[config.mk]
export PLATFORM = sky130hd
export DESIGN_NAME = dio_port_hub
export DESIGN_NICKNAME = d
export VERILOG_FILES = /design/src/rtl/dio_pkg.sv /design/src/rtl/dio_decode.sv /design/src/rtl/dio_regs.sv /design/src/rtl/dio_status.sv /design/src/rtl/dio_port_hub.sv
export SDC_FILE = /design/constraint.sdc
export NUM_CORES = 1
export LEC_CHECK = 0
export ABC_AREA = 1
export BUFFER_PORTS_ARGS = -buffer_cell sky130_fd_sc_hd__buf_2
export CAP_MARGIN = 20
export CORE_MARGIN = 5
export CORE_UTILIZATION = 25
export DETAILED_ROUTE_END_ITERATION = 6
export PLACE_DENSITY = 0.56
export REMOVE_ABC_BUFFERS = 1
export SLEW_MARGIN = 10
export SYNTH_ARGS = -nofsm -noshare
export SYNTH_HDL_FRONTEND = slang
export SYNTH_SLANG_ARGS = --single-unit
[constraint.sdc]
create_clock -name clk -period 3.3 [get_ports clk]
set_input_delay 0.66 -clock clk [delete_from_list [all_inputs] [get_ports clk]]
set_output_delay 0.66 -clock clk [all_outputs]
set_load 0.005 [all_outputs]
[src/rtl/dio_pkg.sv]
package dio_pkg;

   typedef enum logic [3:0] {
      HIT_NONE,
      HIT_CRTC_IDX,
      HIT_CRTC_DAT,
      HIT_STATUS,
      HIT_CTRL_WR,
      HIT_CTRL_RD,
      HIT_MONO_MODE,
      HIT_MONO_CFG
   } port_hit_e;

   localparam logic [15:0] MONO_BASE  = 16'h03B0;
   localparam logic [15:0] COLOR_BASE = 16'h03D0;
   localparam logic [15:0] OFS_IDX    = 16'h0004;
   localparam logic [15:0] OFS_DAT    = 16'h0005;
   localparam logic [15:0] OFS_STAT   = 16'h000A;
   localparam logic [15:0] CTRL_WR    = 16'h03C2;
   localparam logic [15:0] CTRL_RD    = 16'h03CC;
   localparam logic [15:0] MONO_MODE  = 16'h03B8;
   localparam logic [15:0] MONO_CFG   = 16'h03BF;

   localparam logic [7:0] RETR_MONO_GFX = 8'h81;
   localparam logic [7:0] RETR_COLOR    = 8'h09;
   localparam logic [7:0] OPEN_BUS      = 8'hFF;

endpackage

[src/rtl/dio_decode.sv]
module dio_decode
   import dio_pkg::*;
#(
   parameter int ADDR_W = 16
) (
   input  logic [ADDR_W-1:0] addr,
   input  logic              color_sel,
   output port_hit_e         hit
);
   localparam int NCRT = 3;
   localparam logic [15:0] CRT_OFS [NCRT] = '{OFS_IDX, OFS_DAT, OFS_STAT};

   initial begin
      assert (ADDR_W >= 10 && ADDR_W <= 32)
         else $error("dio_decode: ADDR_W must lie in 10..32");
   end

   logic [15:0]     base;
   logic [NCRT-1:0] crt_hit;

   assign base = color_sel ? COLOR_BASE : MONO_BASE;

   for (genvar g = 0; g < NCRT; g++) begin : g_crt
      assign crt_hit[g] = (addr == ADDR_W'(base + CRT_OFS[g]));
   end

   always_comb begin
      hit = HIT_NONE;
      if (crt_hit[0])                       hit = HIT_CRTC_IDX;
      else if (crt_hit[1])                  hit = HIT_CRTC_DAT;
      else if (crt_hit[2])                  hit = HIT_STATUS;
      else if (addr == ADDR_W'(CTRL_WR))    hit = HIT_CTRL_WR;
      else if (addr == ADDR_W'(CTRL_RD))    hit = HIT_CTRL_RD;
      else if (addr == ADDR_W'(MONO_MODE))  hit = HIT_MONO_MODE;
      else if (addr == ADDR_W'(MONO_CFG))   hit = HIT_MONO_CFG;
   end

endmodule

[src/rtl/dio_regs.sv]
module dio_regs #(
   parameter logic [7:0] CTRL_RST = 8'h01,
   parameter int         CFG_W    = 2
) (
   input  logic             clk,
   input  logic             rst_n,
   input  logic             wr_ctrl,
   input  logic             wr_cfg,
   input  logic             wr_mode,
   input  logic [7:0]       wdata,
   output logic [7:0]       ctrl_q,
   output logic [CFG_W-1:0] cfg_q,
   output logic [7:0]       mode_q,
   output logic             gfx_q
);
   initial begin
      assert (CFG_W >= 2 && CFG_W <= 8)
         else $error("dio_regs: CFG_W must lie in 2..8");
   end

   logic mode_switch;
   assign mode_switch = wr_mode & cfg_q[0];

   always_ff @(posedge clk) begin
      if (!rst_n) begin
         ctrl_q <= CTRL_RST;
         cfg_q  <= '0;
         mode_q <= '0;
         gfx_q  <= 1'b0;
      end else begin
         if (wr_ctrl) ctrl_q <= wdata;
         if (wr_cfg)  cfg_q  <= wdata[CFG_W-1:0];
         if (wr_mode) mode_q <= wdata;
         if (mode_switch) begin
            gfx_q     <= wdata[1];
            ctrl_q[0] <= 1'b0;
         end
      end
   end

   p_mode_gate_r8: assert property (@(posedge clk) disable iff (!rst_n)
      (wr_mode && !cfg_q[0]) |=> $stable(gfx_q));

   p_mode_store_r8: assert property (@(posedge clk) disable iff (!rst_n)
      wr_mode |=> (mode_q == $past(wdata)));

   p_force_mono_r10: assert property (@(posedge clk) disable iff (!rst_n)
      (wr_mode && cfg_q[0]) |=> !ctrl_q[0]);

   p_cfg_store_r7: assert property (@(posedge clk) disable iff (!rst_n)
      wr_cfg |=> (cfg_q == $past(wdata[CFG_W-1:0])));

endmodule

[src/rtl/dio_status.sv]
module dio_status
   import dio_pkg::*;
#(
   parameter bit DE_TOGGLE = 1'b1
) (
   input  logic       clk,
   input  logic       rst_n,
   input  logic       rd_stat,
   input  logic       vretrace,
   input  logic       gfx_sel,
   input  logic       color_sel,
   output logic [7:0] stat_val
);
   logic de_bit;

   if (DE_TOGGLE) begin : g_toggle
      logic tog_q;
      always_ff @(posedge clk) begin
         if (!rst_n)                   tog_q <= 1'b0;
         else if (rd_stat && !vretrace) tog_q <= ~tog_q;
      end
      assign de_bit = tog_q;

      p_de_toggle_r6: assert property (@(posedge clk) disable iff (!rst_n)
         (rd_stat && !vretrace) |=> (tog_q != $past(tog_q)));

      p_retr_hold_r6: assert property (@(posedge clk) disable iff (!rst_n)
         (rd_stat && vretrace) |=> $stable(tog_q));
   end else begin : g_fixed
      assign de_bit = 1'b0;
   end

   always_comb begin
      if (vretrace)
         stat_val = (gfx_sel && !color_sel) ? RETR_MONO_GFX : RETR_COLOR;
      else
         stat_val = {7'b0, de_bit};
   end

endmodule

[src/rtl/dio_port_hub.sv]
module dio_port_hub
   import dio_pkg::*;
#(
   parameter int         ADDR_W    = 16,
   parameter logic [7:0] CTRL_RST  = 8'h01,
   parameter bit         DE_TOGGLE = 1'b1
) (
   input  logic              clk,
   input  logic              rst_n,
   input  logic [ADDR_W-1:0] io_addr,
   input  logic              io_wr,
   input  logic              io_rd,
   input  logic [7:0]        io_wdata,
   output logic [7:0]        io_rdata,
   input  logic              vretrace,
   input  logic [7:0]        crtc_rdata,
   output logic              crtc_idx_sel,
   output logic              crtc_dat_sel,
   output logic              stat_sel,
   output logic              attr_ff_clr,
   output logic              color_base,
   output logic              gfx_mode,
   output logic              disp_page,
   output logic [7:0]        mono_mode
);
   localparam int CFG_W = 2;

   port_hit_e        hit;
   logic [7:0]       ctrl_q;
   logic [CFG_W-1:0] cfg_q;
   logic [7:0]       stat_val;
   logic             access;

   assign access = io_rd | io_wr;

   dio_decode #(.ADDR_W(ADDR_W)) u_decode (
      .addr      (io_addr),
      .color_sel (ctrl_q[0]),
      .hit       (hit)
   );

   dio_regs #(.CTRL_RST(CTRL_RST), .CFG_W(CFG_W)) u_regs (
      .clk     (clk),
      .rst_n   (rst_n),
      .wr_ctrl (io_wr && hit == HIT_CTRL_WR),
      .wr_cfg  (io_wr && hit == HIT_MONO_CFG),
      .wr_mode (io_wr && hit == HIT_MONO_MODE),
      .wdata   (io_wdata),
      .ctrl_q  (ctrl_q),
      .cfg_q   (cfg_q),
      .mode_q  (mono_mode),
      .gfx_q   (gfx_mode)
   );

   dio_status #(.DE_TOGGLE(DE_TOGGLE)) u_status (
      .clk       (clk),
      .rst_n     (rst_n),
      .rd_stat   (io_rd && hit == HIT_STATUS),
      .vretrace  (vretrace),
      .gfx_sel   (gfx_mode),
      .color_sel (ctrl_q[0]),
      .stat_val  (stat_val)
   );

   assign crtc_idx_sel = access && hit == HIT_CRTC_IDX;
   assign crtc_dat_sel = access && hit == HIT_CRTC_DAT;
   assign stat_sel     = access && hit == HIT_STATUS;
   assign attr_ff_clr  = io_rd  && hit == HIT_STATUS;
   assign color_base   = ctrl_q[0];
   assign disp_page    = cfg_q[1] & mono_mode[7];

   always_comb begin
      io_rdata = OPEN_BUS;
      if (io_rd) begin
         unique case (hit)
            HIT_CRTC_IDX, HIT_CRTC_DAT: io_rdata = crtc_rdata;
            HIT_STATUS:                 io_rdata = stat_val;
            HIT_CTRL_RD:                io_rdata = ctrl_q;
            default:                    io_rdata = OPEN_BUS;
         endcase
      end
   end

   p_color_base_r1: assert property (@(posedge clk) disable iff (!rst_n)
      ((crtc_idx_sel || crtc_dat_sel || stat_sel) && color_base)
         |-> (io_addr[ADDR_W-1:4] == ADDR_W'(COLOR_BASE) >> 4));

   p_mono_base_r2: assert property (@(posedge clk) disable iff (!rst_n)
      ((crtc_idx_sel || crtc_dat_sel || stat_sel) && !color_base)
         |-> (io_addr[ADDR_W-1:4] == ADDR_W'(MONO_BASE) >> 4));

   p_attr_clr_r4: assert property (@(posedge clk) disable iff (!rst_n)
      attr_ff_clr |-> (stat_sel && io_rd));

   p_idle_bus_r11: assert property (@(posedge clk) disable iff (!rst_n)
      !io_rd |-> (io_rdata == OPEN_BUS));

   p_page_gate_r9: assert property (@(posedge clk) disable iff (!rst_n)
      disp_page |-> mono_mode[7]);

   p_one_sel_r1: assert property (@(posedge clk) disable iff (!rst_n)
      $onehot0({crtc_idx_sel, crtc_dat_sel, stat_sel}));

endmodule

==> summary.md <==
| Metric | Value |
|---|---|
| Critical Path Slowest Stage Cell | inv_4 |
| Reg2reg end | u_status.de_bit |
| Pins Over Slew Limit | 0 |
| Final min period | 2.59 ns |
| Drt total wl | 3600 um |
| Worst Tran Pin Value | 0.545 ns |
| CP Capture Point | io_rdata[0] |
| Hold WC Path Type | register to register |
| Synth Register Bits | 20 |
| # Post-CTS Setup Buffers | 0 |
| Outcome | completed |
| DRT iter0 DRCs | 32 |
| Wire per inst | 10.9 um |
| PortBufs | 59 |
| Leak | 0.769 nW |
| Critical path cell sequence | buf_2 -> inv_1 -> nand2_1 -> nor2_1 -> nand2_2 -> inv_4 -> nand3_1 -> inv_1 -> nand2_1 -> nand2_2 -> nand2_1 -> nand4_1 -> buf_2 |
| CTS tree | built |
| Via/cell ratio | 4.30 |
| Worst-case reg-to-reg path depth | 8 |
| CP Class | input port to output port |
| Largest net degree at the start of global routing | 20 |
| Ratio of cells with drive above 1 in the final layout | 33.7% |
| Setup TNS | 0 ns |
| Overall via count from detail_route | 1424 |
| Power, Total | 0.479 mW |
| Worst Skew | 0.000518 ns |
| Filler instances | 576 |
| Synth async-reset ratio | 0% |
| Core Area | 0.00507 mm2 |
| Relative slew slack | 63.5% |
| CTS resizes | 0 |
| Starting Density | 25.4% |
| Setup violators final | 0 |
| Std cell rows | 26 |
| I/O pin total | 60 |
| Number of enable flip-flop cells after synthesis | 0 |
| Residual DRC | 0 |
| Tcrit/Tclk final | 78.5% |
| Maximum fanout along the worst path | 16 |
| CP arrival | 1.93 ns |
| Area contributors post-synth | dfxtp_1 31%, nand2_1 19%, nand4_1 7.3%, nand3_1 6.6%, a21oi_1 5.8% |
| Synthesized cell area | 0.00129 mm2 |
| Inserted Clock Buffers | 3 |
| Post-synthesis sequential area ratio | 31.0% |
| Post-synth top flop | dfxtp_1 |
| Vias in the first global route | 1320 |
| Maximum VDD drop | 0.218 mV |
| Die Span X | 81.9 um |
| Synth cell count leaders | 65 x nand2_1, 20 x dfxtp_1, 19 x inv_1 |
| Area share of the largest cell type after synthesis | 31.0% |
| First-pass GRT wire length | 5690 um |
| Root Driver | clkbuf_8 |
| Critical path launch point | io_addr[10] |
| Die area | 0.00670 mm2 |
| Critical path endpoint category | output port |
| Reg clk slew, reported paths | 0.07 ns |
| Mapped Avg Cell Area | 6.46 um2 |
| GRT Resource Usage Total | 10.6% |
| Max-cap viol count | 0 |
| Worst R2R Start | u_regs.ctrl_q[0] |
| PD cells | 279 mW/mm2 |
| FF-to-FF setup slack | 1.91 ns |
| Area post-placement | 0.00166 mm2 |
| Grt ovf | 0 |
| Largest area contributor in the netlist | dfxtp_1 |
| Most used cell, CP | nand2_1 |
| Ant diodes | 0 |
| Synth Warn # | 0 |
| Clk_lat worst skew | 0.25 ns |
| Initial antenna violation count | 0 |
| Critical path required time | 2.64 ns |
| Clk buf depth | 2 |
| Most frequent cell after synthesis | nand2_1 |
| Gate Count Post-Synth | 200 |
| Crit path largest cell delay | 0.16 ns |
| Die Y | 81.9 um |
| Antenna Nets Post-Route | 0 |
| Post-CTS Hold Buffers | 0 |
| HPWL after detailed placement | 3000 um |
| Worst setup SP type | input port |
| RSZ-0062 raised after global routing | no |
| Distinct cells, synth | 24 |
| Max Fclk | 386 MHz |
| Area grow syn2layout | 32.8% |
| NumNets Final | 299 |
| RePlAce Congestion | 0.739 |
| Htree depth | 1 |
| CTS Sinks | 20 |
| Hold Vio Cnt, Final | 0 |
| Fin area | 0.00171 mm2 |
| TritonRoute pass-1 iters | 4 |
==> state kept, by name, summed over array words and instances, names as in the netlist <==
register / count
u_regs.mode_q: 8
u_regs.gfx_q: 1
u_regs.cfg_q: 2
u_regs.ctrl_q: 8
u_status.de_bit: 1
==> cell type report <==
class | instances | area, um2 | share of cell area (%)
clock buffers | 4 | 55.1 | 3.21
repair buffers | 59 | 295 | 17.2
well taps | 70 | 87.6 | 5.11
flip-flops and latches | 20 | 400 | 23.4
inverters | 25 | 106 | 6.20
multi-input cells | 153 | 769 | 44.9
==> metal layers <==
metal  wire length [um]  up-vias  part of all wire (%)  track usage, %
li1                   -      779                     -               -
met5                  0        -                     0               0
met3                257        2                   7.1            1.86
met2               1540       38                    43            17.0
met1               1780      605                    49            14.5
met4                 19        0                  0.53            2.66
==> worst min-delay path by stage <==
stage	from	endpoint	slack (ns)	cells past startpoint
2_1_floorplan	u_regs.cfg_q[1]	u_regs.cfg_q[1]	0.45	2
3_3_place_gp	u_regs.mode_q[5]	u_regs.mode_q[5]	0.45	2
3_5_place_dp	u_regs.mode_q[2]	u_regs.mode_q[2]	0.46	2
4_1_cts	u_regs.mode_q[2]	u_regs.mode_q[2]	0.47	2
5_1_grt	u_regs.mode_q[2]	u_regs.mode_q[2]	0.48	2
6_report	u_regs.mode_q[4]	u_regs.mode_q[4]	0.46	2
==> worst max-delay path, delay by kind of cell <==
kind / cells / cell delay [ns]
AND/OR/NAND/NOR: 8 / 0.77
buffers and inverters: 5 / 0.51
==> report_power, final <==
part,switching [mW],leakage (nW),total (mW),internal (mW)
clock network,0.0788,0.0288,0.185,0.106
logic,0.0317,0.579,0.0530,0.0213
registers,0.00000128,0.161,0.241,0.241
total,0.110,0.769,0.479,0.368
==> cells by family after synthesis <==
logic type	Yosys count	share of synthesized area, %
XOR/XNOR	1	0.678
buffers and inverters	27	9.40
AO/OA/AOI/OAI	21	9.11
AND/OR/NAND/NOR	131	49.8
flip-flops	20	31.0
==> cells in the final DEF (no fill, tap or decap), drive strengths merged <==
cell type / netlist / final
clkinv: 3 / 3
nand2: 71 / 71
xnor2: 1 / 1
nand3: 22 / 22
nor2: 20 / 20
buf: 1 / 59
o21ai: 2 / 2
a21oi: 18 / 18
nand4: 15 / 15
inv: 22 / 22
nor3: 3 / 3
o22ai: 1 / 1
clkbuf: 1 / 4
dfxtp: 20 / 20
==> through the flow <==
stage / instances / setup WS, ns / utilization (%) / hold slack [ns]
6_report: 331 / 0.710 / 33.8 / 0.465
3_3_place_gp: 327 / 0.732 / 32.7 / 0.454
4_1_cts: 331 / 0.703 / 33.8 / 0.469
3_5_place_dp: 327 / 0.708 / 32.7 / 0.456
2_1_floorplan: 198 / 1.06 / - / 0.446
5_1_grt: 331 / 0.533 / 33.8 / 0.484
Power figures use the tool's default switching activity.
